<file path="config.mk">
export PLATFORM = sky130hd
export DESIGN_NAME = nonaudio_sync_detect
export DESIGN_NICKNAME = d
export VERILOG_FILES = /design/src/rtl/nad_pkg.sv /design/src/rtl/nad_ctrl.sv /design/src/rtl/nad_flags.sv /design/src/rtl/nonaudio_sync_detect.sv
export SDC_FILE = /design/constraint.sdc
export NUM_CORES = 1
export LEC_CHECK = 0
export CAP_MARGIN = 20
export CORE_MARGIN = 2
export CORE_UTILIZATION = 40
export CTS_CLUSTER_SIZE = 8
export DETAILED_ROUTE_END_ITERATION = 12
export PLACE_DENSITY = 0.64
export SLEW_MARGIN = 40
export SYNTH_ARGS = -nofsm -noshare
export SYNTH_HDL_FRONTEND = slang
export SYNTH_SLANG_ARGS = --single-unit
</file>
<file path="constraint.sdc">
create_clock -name clk -period 3.95 [get_ports clk]
set_clock_uncertainty 0.05 [all_clocks]
set_input_delay 0.79 -clock clk [delete_from_list [all_inputs] [get_ports clk]]
set_output_delay 0.79 -clock clk [all_outputs]
set_load 0.005 [all_outputs]
</file>
<file path="src/rtl/nad_pkg.sv">
package nad_pkg;
  localparam int          WORD_W  = 16;
  localparam logic [15:0] PA_CODE = 16'hF872;
  localparam logic [15:0] PB_CODE = 16'h4E1F;

  // Strobes from the control side to the flag datapath
  typedef struct packed {
    logic preambleHit;   // full burst preamble accepted this cycle
    logic silenceExpire; // timeout window ran out without a preamble
    logic csUpdate;      // block boundary with a captured status bit
    logic csValue;       // captured status bit to apply
  } nadStrobe_t;
endpackage

</file>
<file path="src/rtl/nad_ctrl.sv">
module nad_ctrl
  import nad_pkg::*;
#(
  parameter int                WORD_W        = 16,
  parameter int                ZERO_WORDS    = 4,
  parameter int                SILENCE_WORDS = 4096,
  parameter int                BLOCK_FRAMES  = 192,
  parameter int                CS_BIT_POS    = 1,
  parameter logic [WORD_W-1:0] PA            = WORD_W'(PA_CODE),
  parameter logic [WORD_W-1:0] PB            = WORD_W'(PB_CODE)
) (
  input  logic              clk,
  input  logic              rstN,
  input  logic              sampleValid,
  input  logic [WORD_W-1:0] sampleWord,
  input  logic              csValid,
  input  logic              csBit,
  input  logic              blockStart,
  output nadStrobe_t        strobes
);
  localparam int             ZW           = $clog2(ZERO_WORDS + 1);
  localparam logic [ZW-1:0]  ZERO_FULL    = ZW'(ZERO_WORDS);
  localparam int             SW           = $clog2(SILENCE_WORDS);
  localparam logic [SW-1:0]  SILENCE_LAST = SW'(SILENCE_WORDS - 1);
  localparam int             FW           = $clog2(BLOCK_FRAMES + 1);
  localparam logic [FW-1:0]  FRAME_MAX    = FW'(BLOCK_FRAMES);
  localparam logic [FW-1:0]  FRAME_POS    = FW'(CS_BIT_POS);

  // preamble matcher state
  logic [ZW-1:0] zeroRun;
  logic          paSeen;
  // silence window
  logic [SW-1:0] silenceCnt;
  // channel-status capture
  logic [FW-1:0] frameIdx;
  logic          capBit;
  logic          bitHeld;

  logic          isZero, isPa, isPb;
  logic          hitNow, expireNow;
  logic [FW-1:0] curIdx;
  logic          captureNow, updateNow;

  always_comb begin
    isZero     = (sampleWord == '0);
    isPa       = (sampleWord == PA);
    isPb       = (sampleWord == PB);
    hitNow     = sampleValid && paSeen && isPb;
    expireNow  = sampleValid && !hitNow && (silenceCnt == SILENCE_LAST);
    curIdx     = blockStart ? '0 : frameIdx;
    captureNow = csValid && (curIdx == FRAME_POS);
    updateNow  = csValid && blockStart && bitHeld;
  end

  // Zero-run counter saturates at ZERO_WORDS, so longer zero runs still match
  always_ff @(posedge clk or negedge rstN) begin
    if (!rstN) begin
      zeroRun <= '0;
      paSeen  <= 1'b0;
    end else if (sampleValid) begin
      if (paSeen) begin
        paSeen  <= 1'b0;
        zeroRun <= isZero ? ZW'(1) : '0;
      end else if (isZero) begin
        if (zeroRun != ZERO_FULL) zeroRun <= zeroRun + ZW'(1);
      end else if (isPa && (zeroRun == ZERO_FULL)) begin
        paSeen  <= 1'b1;
        zeroRun <= '0;
      end else begin
        zeroRun <= '0;
      end
    end
  end

  always_ff @(posedge clk or negedge rstN) begin
    if (!rstN) begin
      silenceCnt <= '0;
    end else if (sampleValid) begin
      if (hitNow || expireNow) silenceCnt <= '0;
      else                     silenceCnt <= silenceCnt + SW'(1);
    end
  end

  always_ff @(posedge clk or negedge rstN) begin
    if (!rstN) begin
      frameIdx <= '0;
      capBit   <= 1'b0;
      bitHeld  <= 1'b0;
    end else if (csValid) begin
      frameIdx <= (curIdx == FRAME_MAX) ? curIdx : curIdx + FW'(1);
      if (captureNow) capBit <= csBit;
      if (captureNow)     bitHeld <= 1'b1;
      else if (updateNow) bitHeld <= 1'b0;
    end
  end

  assign strobes.preambleHit   = hitNow;
  assign strobes.silenceExpire = expireNow;
  assign strobes.csUpdate      = updateNow;
  assign strobes.csValue       = capBit;
endmodule

</file>
<file path="src/rtl/nad_flags.sv">
module nad_flags
  import nad_pkg::*;
(
  input  logic       clk,
  input  logic       rstN,
  input  nadStrobe_t strobes,
  input  logic       srcSelRx,
  input  logic       maskPcm,
  input  logic       maskAudio,
  input  logic       intClear,
  output logic       pcmN,
  output logic       audioN,
  output logic       nonAudio,
  output logic       intN,
  output logic       muteReq
);
  logic pcmFlag, audioFlag, intPend;
  logic pcmNext, audioNext, pcmEvt, audioEvt, intNext;

  always_comb begin
    if (strobes.preambleHit)        pcmNext = 1'b1;
    else if (strobes.silenceExpire) pcmNext = 1'b0;
    else                            pcmNext = pcmFlag;
    audioNext = strobes.csUpdate ? strobes.csValue : audioFlag;
    pcmEvt    = (pcmNext != pcmFlag) && !maskPcm;
    audioEvt  = (audioNext != audioFlag) && !maskAudio;
    // A fresh event outranks a clear in the same cycle
    if (pcmEvt || audioEvt) intNext = 1'b1;
    else if (intClear)      intNext = 1'b0;
    else                    intNext = intPend;
  end

  always_ff @(posedge clk or negedge rstN) begin
    if (!rstN) begin
      pcmFlag   <= 1'b0;
      audioFlag <= 1'b0;
      intPend   <= 1'b0;
    end else begin
      pcmFlag   <= pcmNext;
      audioFlag <= audioNext;
      intPend   <= intNext;
    end
  end

  assign pcmN     = pcmFlag;
  assign audioN   = audioFlag;
  assign nonAudio = pcmFlag | audioFlag;
  assign intN     = ~intPend;
  assign muteReq  = srcSelRx & (pcmFlag | audioFlag);
endmodule

</file>
<file path="src/rtl/nonaudio_sync_detect.sv">
module nonaudio_sync_detect
  import nad_pkg::*;
#(
  parameter int                WORD_W        = 16,
  parameter int                ZERO_WORDS    = 4,
  parameter int                SILENCE_WORDS = 4096,
  parameter int                BLOCK_FRAMES  = 192,
  parameter int                CS_BIT_POS    = 1,
  parameter logic [WORD_W-1:0] PA            = WORD_W'(PA_CODE),
  parameter logic [WORD_W-1:0] PB            = WORD_W'(PB_CODE)
) (
  input  logic              clk,
  input  logic              rstN,
  input  logic              sampleValid,
  input  logic [WORD_W-1:0] sampleWord,
  input  logic              csValid,
  input  logic              csBit,
  input  logic              blockStart,
  input  logic              srcSelRx,
  input  logic              maskPcm,
  input  logic              maskAudio,
  input  logic              intClear,
  output logic              pcmN,
  output logic              audioN,
  output logic              nonAudio,
  output logic              intN,
  output logic              muteReq
);
  nadStrobe_t strobes;

  nad_ctrl #(
    .WORD_W(WORD_W), .ZERO_WORDS(ZERO_WORDS), .SILENCE_WORDS(SILENCE_WORDS),
    .BLOCK_FRAMES(BLOCK_FRAMES), .CS_BIT_POS(CS_BIT_POS), .PA(PA), .PB(PB)
  ) u_ctrl (
    .clk(clk), .rstN(rstN), .sampleValid(sampleValid), .sampleWord(sampleWord),
    .csValid(csValid), .csBit(csBit), .blockStart(blockStart), .strobes(strobes)
  );

  nad_flags u_flags (
    .clk(clk), .rstN(rstN), .strobes(strobes), .srcSelRx(srcSelRx),
    .maskPcm(maskPcm), .maskAudio(maskAudio), .intClear(intClear),
    .pcmN(pcmN), .audioN(audioN), .nonAudio(nonAudio), .intN(intN), .muteReq(muteReq)
  );
endmodule

</file>
==> flow_summary_export.csv, run 1 <==
group,metric,value,unit
routing,wirelength,3929,um
min_path,min_path_type,"register to register",
timing,setup_viol,0,
finish,final_cell_mix,"30 x clkdlybuf4s50_1, 29 x dfrtp_1, 15 x nor2_1, 14 x nand2_1, 12 x nand3_1",
routing,vias,1498,
cts,hold_buffers,0,
pwr,leakagePower,0.0009292,uW
setup_path,r2r_start,"u_ctrl.silenceCnt[0]",
finish,nets,247,
finish,syn2layout_area_growth,26.51,%
die,rows,23,
setup_path,r2r_slack,2180,ps
synthesis,synth_area_per_cell,9.415,um2
cts,postCtsSetupRepairBufs,0,
die,start_util,0.4216,
setup_path,path_max_fanout,1,
grt,grt_pass1_wl,7169,um
routing,routed_via_density,5.632,
routing,drt.antenna.violating_nets,0,
timing,setup_tns,0,ps
placed_design,pre_cts_ws,1151,ps
routing,dr.pass1.iters,4,
min_path,hold_depth,2,
synthesis,synth_area_leaders,"dfrtp_1 42%, ha_1 4.4%, xor2_1 3.6%",
synthesis,syn_area,0.001723,mm2
placed_design,place.port_buffers,30,
setup_path,arrival,1830,ps
synthesis,synth_top_cell_area_share,0.4212,
synthesis,synth-async-reset-ratio,1.000,
die,fp.coreArea,0.004086,mm2
min_path,min_to,"u_ctrl.bitHeld",
routing,drtIter0Drc,101,
timing,tightest_slew,580.9,ps
timing,final.period_utilization,0.6769,
synthesis,ys_types,47,
setup_path,path_class,"input pin to output port",
timing,drv_slew,0,
pwr,p_per_area,439.1,mW/mm2
die,die_h,69.63,um
setup_path,endpoint_kind,"output port",
finish,diodes,0,
cts,cts_resized,0,
run,max_cap_viol_count,0,
grt,overflow,0,
timing,setup_slack,1276,ps
finish,drive_above_1_share,0.09259,
timing,hold_viol_final,0,
synthesis,syn_inst,183,
synthesis,ys_ff_latch,29,
grt,grt_max_degree,30,
die,die_area,0.004848,mm2
timing,slew_headroom,0.6115,
cts,cts_buffer_depth,2,
cts,cts_buffers,5,
outcome,outcome,"completed",
setup_path,ff2ff_path_depth,5,
finish,final_common_cell,"clkdlybuf4s50_1",
grt,antenna_found_initial,0,
cts,cts_sinks,29,
synthesis,synth_edf_count,0,
cts,clkLatencyLatePin,280,ps
synthesis,syn-num-nets,215,
pwr,peakVddDrop,0.2245,mV
routing,drcViolationCount,0,
grt,grt_pass1_vias,1603,
setup_path,crit_path_start_kind,"input pin",
cts,cts_root_buf,"clkbuf_8",
cts,htreeDepth,2,
timing,rsz0062_at_grt,"no",
timing,fmax,374.0,MHz
timing,min_period,2674,ps
cts,cts.clk_slew.worst_paths,70,ps
synthesis,yosysSeqAreaShare,0.4212,
die,ioPinCount,31,
routing,wl_per_cell,14.77,um
synthesis,yosys.area.top_type,"dfrtp_1",
synthesis,yosysWarnings,0,
placed_design,dpl.hpwl,2781,um
setup_path,worstPathRequired,3110,ps
cts,cts_tree,"built",
min_path,hp-start,"u_ctrl.bitHeld",
setup_path,worstReg2RegEnd,"u_flags.intPend",
placed_design,place.gp.congestion,0.8476,
die,fp.dieW,69.63,um
grt,grt_use_total,0.1825,
synthesis,ys.flop_type,"dfrtp_1",
[flip-flops by register name, indices dropped and copies added, names as in the netlist]
register,flops
u_ctrl.capBit,1
u_ctrl.zeroRun,3
u_flags.pcmN,1
u_ctrl.silenceCnt,12
u_ctrl.paSeen,1
u_flags.intPend,1
u_ctrl.bitHeld,1
u_flags.audioN,1
u_ctrl.frameIdx,8
[power breakdown]
part	internal, uW	switching (uW)	total (uW)	leakage (uW)
clock	205	111	316	0.0000585
combinational	122	91.7	214	0.000491
sequential	356	71.5	427	0.000380
[cell type report]
type	count	area (um2)
fillers	377	1907
multi-input cells	137	925.9
flip-flops and latches	29	725.7
repair buffers	31	307.8
clock buffers	7	86.33
well taps	50	62.56
inverters	11	41.29
clock inverters	1	30.03
[kinds of logic (layout without fill, tap and decap cells)]
group	count (synthesis)	after routing	synth area share
multiplexers	7	7	0.04285
AO/OA/AOI/OAI	30	30	0.1147
AND/OR/NAND/NOR	83	83	0.2803
flip-flops	29	29	0.4212
XOR/XNOR	11	11	0.05592
adder cells (fa/ha/maj)	6	6	0.04357
buffers and inverters	17	50	0.04139
[worst max path at each step]
| stage | endpoint | cells after the start | slack [ps] | from |
|---|---|---|---|---|
| 3_3_place_gp | u_flags.intPend | 5 | 1190 | sampleValid |
| 2_1_floorplan | u_ctrl.frameIdx[3] | 7 | 1870 | blockStart |
| 6_report | muteReq | 3 | 1280 | srcSelRx |
| 4_1_cts | muteReq | 3 | 1270 | srcSelRx |
| 3_5_place_dp | u_flags.intPend | 5 | 1150 | sampleValid |
| 5_1_grt | muteReq | 3 | 1250 | srcSelRx |
[worst max-delay path: stages]
cell	delay (ps)
clkdlybuf4s50_1	440
and2_1	110
clkdlybuf4s50_1	490
[synthesized netlist by cell type (2+ instances only)]
cell type  count
and4b_1        2
nor3_1         3
nand4_1        7
a31oi_1        3
o22ai_1        4
dfrtp_1       29
mux2_2         3
nor2_1        15
a21oi_1        6
buf_4          2
nor4_1         2
xnor2_1        4
nand2b_1       5
inv_1         11
nand2_1       14
mux2i_1        4
or4_4          3
nand3_2        2
clkbuf_1       4
and3_1         5
o21ai_0        5
nor2b_1        2
ha_1           6
xor2_1         7
nand3b_1       2
nand3_1       12
[routing by layer]
metal	track usage	wire length, um	up-vias
met5	0	0	-
met4	0.06838	24	0
met3	0.04942	143	2
met2	0.3387	2107	30
met1	0.1963	1654	741
li1	-	-	725
[per-stage QoR]
| step | total power [uW] | std cells | utilization | area, um2 | hold slack [ps] |
|---|---|---|---|---|---|
| after floorplan | 543.7 | 183 | - | 1723 | 396.0 |
| after global placement | 629.5 | 258 | 0.5049 | 2063 | 420.6 |
| after detailed placement | 642.8 | 258 | 0.5049 | 2063 | 443.1 |
| after CTS | 968.4 | 266 | 0.5334 | 2180 | 460.8 |
| after global routing | 1026 | 266 | 0.5334 | 2180 | 499.5 |
| final | 957.0 | 266 | 0.5334 | 2180 | 453.0 |
No activity file was read; power rests on OpenSTA's default activity.
==> run 2, diff against run 1 <==
--- a/config.mk
+++ b/config.mk
@@ -10,7 +10,7 @@
 export CORE_UTILIZATION = 40
 export CTS_CLUSTER_SIZE = 8
 export DETAILED_ROUTE_END_ITERATION = 12
-export PLACE_DENSITY = 0.64
+export PLACE_DENSITY = 0.66
 export SLEW_MARGIN = 40
 export SYNTH_ARGS = -nofsm -noshare
 export SYNTH_HDL_FRONTEND = slang
==> constraint.sdc (replaced) <==
create_clock -name clk -period 2.25 [get_ports clk]
set_clock_uncertainty 0.05 [all_clocks]
set_input_delay 0.45 -clock clk [delete_from_list [all_inputs] [get_ports clk]]
set_output_delay 0.45 -clock clk [all_outputs]
set_load 0.005 [all_outputs]
==> flow_summary_export.csv, run 2 (synthesis results as in run 1) <==
group,metric,value,unit
outcome,outcome,"completed",
die,die_area,0.004848,mm2
die,ioPinCount,31,
routing,drcViolationCount,0,
cts,htreeDepth,2,
timing,slew_headroom,0.6618,
pwr,p_per_area,709.5,mW/mm2
finish,largest-register,"u_ctrl.silenceCnt",
cts,cts.clk_slew.worst_paths,60,ps
pwr,p_sw_frac,0.2988,
finish,fillers,378,
timing,setup_viol,0,
die,fp.coreArea,0.004086,mm2
grt,grt_use_total,0.1635,
placed_design,dpl.hpwl,2608,um
timing,drv_slew,0,
timing,tightest_slew,502.0,ps
finish,drive_above_1_share,0.1050,
finish,final_common_cell,"clkdlybuf4s50_1",
finish,multiInputGateArea,925.9,um2
min_path,hp-start,"u_ctrl.bitHeld",
run,max_cap_viol_count,0,
placed_design,pre_cts_ws,60.79,ps
timing,rsz0062_at_grt,"no",
routing,drtIter0Drc,87,
cts,hold_buffers,0,
setup_path,path_class,"register to output port",
grt,antenna_found_initial,0,
finish,reg.largest.list,"u_ctrl.silenceCnt x12, u_ctrl.frameIdx x8, u_ctrl.zeroRun x3",
finish,syn2layout_area_growth,26.51,%
setup_path,path_max_fanout,5,
routing,routed_via_density,5.401,
pwr,peakVddDrop,0.4281,mV
timing,fin_hold_ws,427.4,ps
die,start_util,0.4216,
cts,cts_tree,"built",
placed_design,place.gp.congestion,0.7805,
cts,cts_root_buf,"clkbuf_8",
timing,setup_slack,118.0,ps
finish,final_cell_mix,"30 x clkdlybuf4s50_1, 29 x dfrtp_1, 15 x nor2_1, 14 x nand2_1, 12 x nand3_1",
timing,min_period,2132,ps
cts,postCtsSetupRepairBufs,0,
timing,fmax,469.0,MHz
routing,vias,1453,
grt,overflow,0,
grt,grt_pass1_wl,6451,um
pwr,pwr-share-seq,0.481,
pwr,leakagePower,0.0009349,uW
finish,area.sequential,725.7,um2
pwr,p_int,1084,uW
routing,wirelength,3525,um
cts,clkLatencyLatePin,270,ps
finish,largest_register_ffs,12,
cts,cts_resized,0,
grt,grt_max_degree,30,
routing,wl_per_cell,13.10,um
setup_path,r2r_start,"u_ctrl.silenceCnt[0]",
grt,grt_pass1_vias,1466,
setup_path,endpoint_kind,"output port",
pwr,p_comb_frac,0.245,
timing,final.period_utilization,0.9475,
cts,cts_sinks,29,
cts,cts_buffers,5,
timing,setup_tns,0,ps
timing,hold_viol_final,0,
die,fp.dieW,69.63,um
setup_path,cp-startpoint,"u_flags.pcmN",
cts,cts_buffer_depth,2,
die,rows,23,
min_path,min_path_type,"register to register",
pwr,switchingPower,462.1,uW
finish,diodes,0,
routing,drt.antenna.violating_nets,0,
setup_path,worstPathRequired,1750,ps
finish,nets,251,
die,die_h,69.63,um
routing,dr.pass1.iters,4,
placed_design,place.port_buffers,30,
setup_path,crit_path_start_kind,"register",
pwr,clkPwrFrac,0.274,
setup_path,arrival,1630,ps
==> run 2: path summary, 6_finish.rpt <==
kind | end | slack [ps] | cells after the start
max | muteReq | 120 | 3
min in group asynchronous | u_ctrl.frameIdx[2] | 520 | 2
max reg2reg | u_flags.intPend | 460 | 5
min | u_ctrl.bitHeld | 430 | 2
max in group asynchronous | u_ctrl.silenceCnt[1] | 1350 | 2
min reg2reg | u_ctrl.bitHeld | 430 | 2
==> run 2: through the flow <==
| stage | std cells | power (uW) | cell area (um2) | utilization |
|---|---|---|---|---|
| CTS | 269 | 1565 | 2180 | 0.5334 |
| global placement | 262 | 1121 | 2093 | 0.5122 |
| floorplan | 183 | 954.5 | 1723 | - |
| finish | 269 | 1546 | 2180 | 0.5334 |
| global route | 269 | 1658 | 2180 | 0.5334 |
| detailed placement | 262 | 1133 | 2093 | 0.5122 |
==> run 2: power groups by stage <==
stage / Clock (uW) / Combinational (uW) / Sequential (uW)
5_1_grt: 460 / 435 / 763
2_1_floorplan: 0 / 231 / 724
3_3_place_gp: 0 / 376 / 744
3_5_place_dp: 0 / 383 / 750
4_1_cts: 438 / 384 / 743
6_report: 424 / 378 / 745
==> run 2: critical path, stage by stage (launching register included) <==
cell and delay, ps:
dfrtp_1 420, or2_2 330, and2_1 160, clkdlybuf4s50_1 450
==> run 2: final cells by class <==
class / instances / share of cell area
clock buffers: 7 / 0.03961
multi-input cells: 137 / 0.4248
well taps: 50 / 0.02870
flip-flops and latches: 29 / 0.3330
inverters: 11 / 0.01894
repair buffers: 35 / 0.1550
==> run 2: metal layers <==
layer  share of wire  wire length, um  GRT usage  up-vias
li1                -                -          -      735
met4           0.017               61    0.06410        0
met5               0                0          0        -
met3           0.036              128    0.03634        7
met1            0.47             1664     0.2162      676
met2            0.47             1669     0.2607       35
==> run 3, diff against run 2 <==
--- a/config.mk
+++ b/config.mk
@@ -11,7 +11,9 @@
 export CTS_CLUSTER_SIZE = 8
 export DETAILED_ROUTE_END_ITERATION = 12
 export PLACE_DENSITY = 0.66
+export REMOVE_ABC_BUFFERS = 1
 export SLEW_MARGIN = 40
 export SYNTH_ARGS = -nofsm -noshare
 export SYNTH_HDL_FRONTEND = slang
+export SYNTH_HIERARCHICAL = 1
 export SYNTH_SLANG_ARGS = --single-unit
==> flow_summary_export.csv, run 3 <==
group,metric,value,unit
placed_design,numPlacedInstances,267,
placed_design,place.gp.congestion,0.7399,
finish,reg.largest.list,"u_ctrl/silenceCnt x12, u_ctrl/frameIdx x8, u_ctrl/zeroRun x3",
synthesis,post-synth-top-count-cell,"dfrtp_1",
die,ioPinCount,31,
cts,postCtsSetupRepairBufs,0,
placed_design,place_area,0.002113,mm2
pwr,leakagePower,0.0009316,uW
cts,cts.clk_slew.worst_paths,60,ps
timing,rsz0062_at_grt,"no",
synthesis,synth_area_leaders,"dfrtp_1 42%, ha_1 4.4%, nor2_1 4.2%",
setup_path,ff2ff_path_depth,7,
routing,routed_via_density,5.215,
timing,setup_viol,0,
cts,hold_buffers,0,
timing,slew_headroom,0.7378,
outcome,outcome,"completed",
finish,diodes,0,
timing,min_period,2109,ps
cts,clkLatencyLatePin,280,ps
timing,tightest_slew,389.7,ps
setup_path,worstReg2RegEnd,"u_flags/intPend",
placed_design,place.port_buffers,30,
synthesis,syn_area,0.001714,mm2
grt,antenna_found_initial,0,
setup_path,crit_path_start_kind,"register",
setup_path,crit_path_cell_trace,"or2_2, and2_1, clkdlybuf4s50_1",
min_path,min_to,"u_ctrl/bitHeld",
cts,cts_buffers,5,
cts,cts_sinks,29,
setup_path,r2r_slack,210,ps
synthesis,synth_top_cell_area_share,0.4234,
grt,grt_max_degree,30,
routing,dr.pass1.iters,4,
finish,largest-register,"u_ctrl/silenceCnt",
routing,vias,1434,
die,rows,23,
cts,cts_root_buf,"clkbuf_8",
setup_path,path_class,"register to output port",
setup_path,cp_num_buf_inv,1,
finish,drive_above_1_share,0.1333,
routing,wirelength,3386,um
finish,finalInstanceArea,0.002196,mm2
setup_path,arrival,1610,ps
cts,htreeDepth,2,
die,die_h,69.46,um
min_path,hp-start,"u_ctrl/bitHeld",
synthesis,synthTopCellsByCount,"29 x dfrtp_1, 19 x nor2_1, 15 x inv_1",
routing,wl_per_cell,12.31,um
timing,drv_slew,0,
finish,instances_no_fill,275,
routing,drcViolationCount,0,
routing,drt.antenna.violating_nets,0,
finish,largest_register_ffs,12,
placed_design,dpl.hpwl,2522,um
cts,cts_resized,0,
grt,overflow,0,
finish,syn2layout_area_growth,28.10,%
synthesis,ys_ff_latch,29,
finish,final_cell_mix,"30 x clkdlybuf4s50_1, 29 x dfrtp_1, 19 x nor2_1, 15 x inv_1, 13 x nand2_1",
finish,final_common_cell,"clkdlybuf4s50_1",
cts,cts_tree,"built",
setup_path,cp-startpoint,"u_flags/audioN",
setup_path,critPathMaxStageDelay,440,ps
routing,drtIter0Drc,54,
synthesis,yosys.area.top_type,"dfrtp_1",
timing,final.period_utilization,0.9372,
timing,fmax,474.2,MHz
finish,nets,256,
synthesis,syn_inst,183,
synthesis,yosysSeqAreaShare,0.4234,
synthesis,synth-async-reset-ratio,1.000,
grt,grt_use_total,0.1521,
synthesis,synth_area_per_cell,9.367,um2
synthesis,ys_types,46,
grt,grt_pass1_vias,1416,
grt,grt_pass1_wl,5927,um
synthesis,ys.flop_type,"dfrtp_1",
setup_path,worstPathRequired,1750,ps
setup_path,endpoint_kind,"output port",
run,max_cap_viol_count,0,
synthesis,yosysWarnings,6,
cts,cts_buffer_depth,2,
pwr,p_per_area,675.7,mW/mm2
die,fp.dieW,69.46,um
setup_path,crit_family,"simple AND/OR/NAND/NOR gates",
timing,hold_viol_final,0,
setup_path,r2r_start,"u_ctrl/silenceCnt[0]",
setup_path,slowest_stage,"clkdlybuf4s50_1",
synthesis,synth_edf_count,0,
min_path,min_path_type,"register to register",
die,start_util,0.4224,
pwr,peakVddDrop,0.3754,mV
die,die_area,0.004825,mm2
setup_path,path_max_fanout,4,
min_path,hold_depth,1,
die,fp.coreArea,0.004058,mm2
[run 3: changes by cell type after synthesis, moves of 3 or more]
| cell | delta |
|---|---|
| a21oi_1 | -4 |
| a31oi_1 | -3 |
| inv_1 | +4 |
| nand3_1 | -4 |
| nor2_1 | +4 |
| nor3_1 | +4 |
| nor4_1 | +4 |
[run 3: cell type report]
cell class / instances / area, um2
tap: 50 / 62.56
clock buffer: 6 / 72.57
multi-input combinational: 131 / 878.3
sequential: 29 / 725.7
clock inverter: 2 / 10.01
inverter: 15 / 56.30
timing repair buffer: 42 / 390.4
fill: 353 / 1862
[run 3: cells by family after synthesis]
group                      after synthesis  share of synthesized area
AOI/OAI and AO/OA                       27                     0.1234
xor gates and xnor gates                11                    0.05620
adders and majority gates                6                    0.04379
buffers and inverters                   23                    0.06423
DFF                                     29                     0.4234
muxes                                    6                    0.03795
and+or+nand+nor                         81                     0.2511
[run 3: metal layers]
layer,vias to the layer above,routed length (um),global-route usage
met5,-,0,0
met4,0,60,0.06536
met3,7,140,0.04651
met2,21,1588,0.2521
met1,674,1596,0.1822
li1,732,-,-
[run 3: report_power, final]
group	total [uW]	switching (uW)	internal, uW
clock	402	189	213
sequential	713	99.8	613
combinational	368	156	213
total	1480	444	1040
[run 3: worst max path at each step]
stage	slack (ps)	depth (start not counted)	to
6_report	140	3	muteReq
5_1_grt	50	8	u_ctrl/frameIdx[6]
4_1_cts	130	3	muteReq
3_5_place_dp	-140	7	u_flags/intPend
3_3_place_gp	-100	7	u_flags/intPend
2_1_floorplan	420	7	u_flags/intPend
[run 3: metrics by stage]
step | setup slack [ps] | hold slack (ps) | setup TNS [ps] | util | total power (uW)
after CTS | 132.6 | 426.7 | 0 | 0.5412 | 1503
after floorplan | 416.6 | 104.4 | 0 | - | 906.6
after global routing | 48.89 | 454.3 | 0 | 0.5412 | 1585
after global placement | -98.08 | 405.1 | -139.8 | 0.5208 | 1084
final | 141.3 | 425.1 | 0 | 0.5412 | 1484
after detailed placement | -135.1 | 411.7 | -165.4 | 0.5208 | 1090
